### src/rtl/otg_irq_pkg.sv
package otg_irq_pkg;
  localparam int unsigned STAT_W = 8;

  localparam int unsigned BIT_AVBUS = 0;
  localparam int unsigned BIT_BEND  = 2;
  localparam int unsigned BIT_BVLD  = 3;
  localparam int unsigned BIT_LINE  = 5;
  localparam int unsigned BIT_TICK  = 6;
  localparam int unsigned BIT_ID    = 7;

  localparam logic [STAT_W-1:0] IMPL_MASK = 8'b1110_1101;

  typedef enum logic [1:0] {
    LINE_SE0 = 2'b00,
    LINE_J   = 2'b01,
    LINE_K   = 2'b10,
    LINE_SE1 = 2'b11
  } line_e;
endpackage

### src/rtl/otg_sync.sv
module otg_sync #(
  parameter int unsigned        W       = 1,
  parameter logic [W-1:0]       RST_VAL = '0
) (
  input  logic         clk_i,
  input  logic         rst_ni,
  input  logic [W-1:0] d_i,
  output logic [W-1:0] q_o
);
  logic [W-1:0] meta_q, sync_q;

  always_ff @(posedge clk_i or negedge rst_ni) begin
    if (!rst_ni) begin
      meta_q <= RST_VAL;
      sync_q <= RST_VAL;
    end else begin
      meta_q <= d_i;
      sync_q <= meta_q;
    end
  end

  assign q_o = sync_q;
endmodule

### src/rtl/otg_ms_timer.sv
module otg_ms_timer #(
  parameter int unsigned CYCLES_PER_MS = 125000
) (
  input  logic clk_i,
  input  logic rst_ni,
  output logic tick_o
);
  localparam int unsigned CNT_W = $clog2(CYCLES_PER_MS);
  localparam logic [CNT_W-1:0] CNT_LAST = CNT_W'(CYCLES_PER_MS - 1);

  logic [CNT_W-1:0] cnt_q;
  logic             tick_q;

  always_ff @(posedge clk_i or negedge rst_ni) begin
    if (!rst_ni) begin
      cnt_q  <= '0;
      tick_q <= 1'b0;
    end else if (cnt_q == CNT_LAST) begin
      cnt_q  <= '0;
      tick_q <= 1'b1;
    end else begin
      cnt_q  <= cnt_q + 1'b1;
      tick_q <= 1'b0;
    end
  end

  assign tick_o = tick_q;

  AST_TICK_SPACED: assert property (@(posedge clk_i) disable iff (!rst_ni)
    tick_q |=> !tick_q);
  AST_TICK_RESTART: assert property (@(posedge clk_i) disable iff (!rst_ni)
    tick_q |-> (cnt_q == '0));
endmodule

### src/rtl/otg_line_filter.sv
module otg_line_filter
  import otg_irq_pkg::*;
#(
  parameter int unsigned CYCLES_PER_MS = 125000
) (
  input  logic       clk_i,
  input  logic       rst_ni,
  input  logic [1:0] line_i,
  output logic       chg_o
);
  localparam int unsigned CNT_W = $clog2(CYCLES_PER_MS);
  localparam logic [CNT_W-1:0] CNT_LAST = CNT_W'(CYCLES_PER_MS - 1);

  logic [1:0]       line_q, settled_q;
  logic [CNT_W-1:0] cnt_q;
  logic             chg_q;
  logic             held;

  assign held = (line_i == line_q) && (cnt_q == CNT_LAST);

  // stability counter restarts on every change of the sampled line
  always_ff @(posedge clk_i or negedge rst_ni) begin
    if (!rst_ni) begin
      line_q <= LINE_J;
      cnt_q  <= '0;
    end else if (line_i != line_q) begin
      line_q <= line_i;
      cnt_q  <= '0;
    end else if (cnt_q != CNT_LAST) begin
      cnt_q  <= cnt_q + 1'b1;
    end
  end

  always_ff @(posedge clk_i or negedge rst_ni) begin
    if (!rst_ni) begin
      settled_q <= LINE_J;
      chg_q     <= 1'b0;
    end else begin
      chg_q <= 1'b0;
      if (held && (line_q != settled_q)) begin
        settled_q <= line_q;
        chg_q     <= 1'b1;
      end
    end
  end

  assign chg_o = chg_q;

  AST_LINE_ONE_SHOT: assert property (@(posedge clk_i) disable iff (!rst_ni)
    chg_q |=> !chg_q);
  AST_SETTLED_ONLY_ON_EVENT: assert property (@(posedge clk_i) disable iff (!rst_ni)
    !$stable(settled_q) |-> chg_q);
endmodule

### src/rtl/otg_irq_monitor.sv
module otg_irq_monitor
  import otg_irq_pkg::*;
#(
  parameter int unsigned CYCLES_PER_MS = 125000
) (
  input  logic        clk_i,
  input  logic        rst_ni,
  input  logic        id_i,
  input  logic        avbus_vld_i,
  input  logic        bsess_vld_i,
  input  logic        bsess_end_i,
  input  logic [1:0]  line_i,
  input  logic        wr_en_i,
  input  logic        wr_sel_i,
  input  logic [31:0] wr_data_i,
  output logic [31:0] status_o,
  output logic [31:0] enable_o,
  output logic        irq_o
);
  localparam int unsigned LVL_W = 4;

  logic [LVL_W-1:0]  lvl_in, lvl_s, lvl_prev_q, lvl_chg;
  logic [1:0]        line_s;
  logic              tick, line_chg;
  logic [STAT_W-1:0] set_vec, clr_vec;
  logic [STAT_W-1:0] status_q, en_q;

  // level order: {id, bsess_vld, bsess_end, avbus}
  assign lvl_in = {id_i, bsess_vld_i, bsess_end_i, avbus_vld_i};

  otg_sync #(.W(LVL_W), .RST_VAL('0)) u_lvl_sync (
    .clk_i (clk_i),
    .rst_ni(rst_ni),
    .d_i   (lvl_in),
    .q_o   (lvl_s)
  );

  otg_sync #(.W(2), .RST_VAL(LINE_J)) u_line_sync (
    .clk_i (clk_i),
    .rst_ni(rst_ni),
    .d_i   (line_i),
    .q_o   (line_s)
  );

  otg_ms_timer #(.CYCLES_PER_MS(CYCLES_PER_MS)) u_timer (
    .clk_i (clk_i),
    .rst_ni(rst_ni),
    .tick_o(tick)
  );

  otg_line_filter #(.CYCLES_PER_MS(CYCLES_PER_MS)) u_line (
    .clk_i (clk_i),
    .rst_ni(rst_ni),
    .line_i(line_s),
    .chg_o (line_chg)
  );

  always_ff @(posedge clk_i or negedge rst_ni) begin
    if (!rst_ni) lvl_prev_q <= '0;
    else         lvl_prev_q <= lvl_s;
  end

  assign lvl_chg = lvl_s ^ lvl_prev_q;

  always_comb begin
    set_vec            = '0;
    set_vec[BIT_AVBUS] = lvl_chg[0];
    set_vec[BIT_BEND]  = lvl_chg[1];
    set_vec[BIT_BVLD]  = lvl_chg[2];
    set_vec[BIT_ID]    = lvl_chg[3];
    set_vec[BIT_LINE]  = line_chg;
    set_vec[BIT_TICK]  = tick;
  end

  assign clr_vec = (wr_en_i && !wr_sel_i) ? wr_data_i[STAT_W-1:0] : '0;

  // hardware set takes priority over a same-cycle clear
  always_ff @(posedge clk_i or negedge rst_ni) begin
    if (!rst_ni) status_q <= '0;
    else         status_q <= ((status_q & ~clr_vec) | set_vec) & IMPL_MASK;
  end

  always_ff @(posedge clk_i or negedge rst_ni) begin
    if (!rst_ni)                 en_q <= '0;
    else if (wr_en_i && wr_sel_i) en_q <= wr_data_i[STAT_W-1:0] & IMPL_MASK;
  end

  assign status_o = {{(32-STAT_W){1'b0}}, status_q};
  assign enable_o = {{(32-STAT_W){1'b0}}, en_q};
  assign irq_o    = |(status_q & en_q);

  AST_W1C_CLEARS: assert property (@(posedge clk_i) disable iff (!rst_ni)
    (wr_en_i && !wr_sel_i) |=>
      ((status_q & $past(wr_data_i[STAT_W-1:0] & ~set_vec)) == '0));
  AST_SET_WINS: assert property (@(posedge clk_i) disable iff (!rst_ni)
    (|set_vec) |=> ((status_q & $past(set_vec)) == $past(set_vec)));
  AST_IRQ_HELD: assert property (@(posedge clk_i) disable iff (!rst_ni)
    (irq_o && !wr_en_i) |=> irq_o);
  AST_EN_STABLE: assert property (@(posedge clk_i) disable iff (!rst_ni)
    !(wr_en_i && wr_sel_i) |=> $stable(en_q));
endmodule

### config.mk
export PLATFORM = sky130hd
export DESIGN_NAME = otg_irq_monitor
export DESIGN_NICKNAME = d
export VERILOG_FILES = /design/src/rtl/otg_irq_pkg.sv /design/src/rtl/otg_sync.sv /design/src/rtl/otg_ms_timer.sv /design/src/rtl/otg_line_filter.sv /design/src/rtl/otg_irq_monitor.sv
export SDC_FILE = /design/constraint.sdc
export NUM_CORES = 1
export LEC_CHECK = 0
export ABC_AREA = 1
export BUFFER_PORTS_ARGS = -buffer_cell sky130_fd_sc_hd__buf_2
export CORE_MARGIN = 2
export CORE_UTILIZATION = 52
export CTS_CLUSTER_SIZE = 8
export DETAILED_ROUTE_END_ITERATION = 10
export PLACE_DENSITY = 0.8
export SETUP_SLACK_MARGIN = 0.05
export SLEW_MARGIN = 0
export SYNTH_ARGS = -nofsm -noshare
export SYNTH_HDL_FRONTEND = slang
export SYNTH_SLANG_ARGS = --single-unit
### constraint.sdc
create_clock -name clk_i -period 1.5 [get_ports clk_i]
set_input_delay 0.15 -clock clk_i [delete_from_list [all_inputs] [get_ports clk_i]]
set_output_delay 0.15 -clock clk_i [all_outputs]
set_load 0.05 [all_outputs]
==> metrics.csv <==
metric,value,unit
status,"finished, final reports clean",
Placement Cell Area,3740,um^2
period utilization,96.4,%
synth cell count leaders,"nand2_1, nor2_1, dfrtp_1, buf_4, inv_1",
fin. max-slew vios,0,
worst slew pin tran,0.608,ns
core area,6790,um^2
area fraction of the dominant cell type after synthesis,43.7,%
# IOs,107,
Cell Rows,30,
gr ovfl total,0,
"delay-heaviest family, CP",flip-flops,
Area contributors post-synth,"dfrtp_1, buf_4, nand2_1, nor2_1, inv_1",
R2R Path End,u_line.cnt_q[16],
share of post-route cells with drive strength above 1,16.5,%
Post-synth EDFFs,0,
Reg2Reg Depth,8,
Worst EP required,1.35,ns
Peak Freq,692,MHz
vias in the first global route,2542,
worst setup path class,reg -> out,
Post-Syn Instances,460,
first-pass GRT wire length,10800,um
Total Nets Final,554,
Max-Cap Viols,0,
Worst Path Arrival,1.30,ns
Post-synth ARST share,100,%
initial core utilization,53.9,%
DR vias,2872,
largest area contributor in the netlist,dfrtp_1,
CTS tree,built,
GRT Util Overall,18.1,%
CTS sink cnt,68,
unrepaired setup endpoints after global routing,yes,
Hold Crit Start,wr_data_i[0],
CTS buffer count,9,
Power per Cell Area,1010,nW/um^2
Worst Hold End,en_q[0],
die area,7730,um^2
crit-path cells,"a22o_1, a21oi_2, nand2_1, buf_6",
Max-slew headroom,59.5,%
Final Hold Violating Endpoints,0,
total power,4.14,mW
maximum vdd drop,413,uV
Hold Crit Class,in -> reg,
root buffer cell,clkbuf_8,
Final setup viols,0,
CP startpoint kind,flip-flop,
drt wl/cell,11.0,um
Mapped Area,3660,um^2
Critical-path top delay cell,dfrtp_1,
Area Overhead vs Synth,12.3,%
Port Buf Inserts,28,
DRC,0,
register area share after synthesis,46.6,%
Final GP Congestion,0.901,
ys flop type,dfrtp_1,
CP Capture Type,output pin,
largest net degree at the start of global routing,28,
post-route design area,4110,um^2
synthesized area per cell,7.96,um^2
Final ANT Viol Nets,0,
drt first-iter violations,249,
crit path max fanout,2,
Worst-path clk slew,0.09,ns
number of synthesis warnings,0,
die height,87.9,um
DRT Pass-1 Iters,4,
worst stage delay on the critical path,0.38,ns
htree depth,3,
Ant. Diodes,0,
"Core Util, Final",60.6,%
detailed placement HPWL,4900,um
r2r setup slk,0.15,ns
Via density,4.70,
"Clk Latency, worst-skew pair",0.35,ns
WP buf/inv,1,
initial antenna violation count,0,
synthesis-stage register bit count,68,
Leakage,2.01,nW
Longest Clk Path Bufs,2,
top-count cell post-synth,nand2_1,
Clock Skew,0.0119,ns
shortest period the worst path allows,1.45,ns
synth unique cells,27,
WHS Path Cells,3,
final WL,6750,um
Filler Cells Inserted,595,
DIE WIDTH,87.9,um
worst r2r src,u_line.cnt_q[1],
## state kept, by name, indices dropped and copies added, names as in the netlist
name                count
u_line.line_q           2
status_q                6
u_timer.tick_o          1
u_line_sync.q_o         2
u_line.cnt_q           17
u_lvl_sync.meta_q       4
u_line_sync.meta_q      2
u_line.chg_o            1
en_q                    6
u_timer.cnt_q          17
u_lvl_sync.q_o          4
u_line.settled_q        2
lvl_prev_q              4
## what timing repair did
action                                  CTS  global route
resized for setup                         4            11
endpoints found under the setup margin    2            20
gates cloned                              0             1
pin swaps                                 1             0
buffers inserted                          3             2
hold buffers                              7             0
hold endpoints to repair                 24             0
## final cells by class
type	count	area (um^2)	share of cell area (%)
Tap cell	96	120	2.92
Timing Repair Buffer	48	328	7.97
Inverter	54	203	4.93
Clock buffer	9	124	3.01
Multi-Input combinational cell	329	1550	37.7
Clock inverter	7	83.8	2.04
Sequential cell	68	1710	41.5
## how the worst max path moves through the flow
stage | startpoint | endpoint | depth (start not counted)
final | status_q[6] | irq_o | 4
after global routing | status_q[6] | irq_o | 4
after CTS | status_q[6] | irq_o | 4
after detailed placement | u_line.cnt_q[1] | u_line.cnt_q[16] | 8
after global placement | u_line.cnt_q[1] | u_line.cnt_q[16] | 8
after floorplan | en_q[6] | irq_o | 3
## per-layer routing
layer | share of wire [%] | vias to the layer above | GRT usage, %
met1 | 44 | 1335 | 23.3
met5 | 0 | - | 0
met4 | 1.7 | 0 | 8.25
met2 | 48 | 107 | 28.8
li1 | - | 1413 | -
met3 | 6.3 | 17 | 4.62
## power by group
part           switching (mW)  total [mW]  leakage (nW)  internal, mW
Clock                   0.770        1.57         0.102         0.795
Combinational           0.524       0.649          1.04         0.125
Sequential             0.0381        1.93         0.858          1.89
## cell families after synthesis
group / synth area share, %
simple gates: 25.8
buf+inv: 17.5
flops: 46.6
compound gates: 5.06
xor+xnor: 4.30
fa+ha+maj: 0.683
other cells: 0.102
## per-stage QoR
| stage | TNS (ns) | instances | worst slack (ns) | hold WS, ns |
|---|---|---|---|---|
| floorplan | 0 | 511 | 0.0976 | -0.146 |
| global route | -0.0370 | 611 | -0.0370 | 0.0615 |
| CTS | 0 | 608 | 0.0197 | 0.0379 |
| finish | 0 | 611 | 0.0540 | 0.0554 |
| global placement | 0 | 582 | 0.0977 | 0.193 |
| detailed placement | 0 | 582 | 0.0473 | 0.196 |
## cells in the final DEF, fill, tap and decap left out, drive strengths merged, types with 4 or more instances in the layout
cell and count:
nand4 9, dfstp 4, o21ai 24, conb 52, nand3 28, clkbuf 9, a21oi 7, nor2 84
xnor2 4, nand2 97, dfrtp 64, inv 57, buf 41, xor2 14, dlygate4sd3 7
## tightest hold or removal path: cells and delay by family
kind | cells | cell delay, ns
buf+inv | 2 | 0.14
compound gates | 1 | 0.08
No activity file was read; power rests on OpenSTA's default activity.
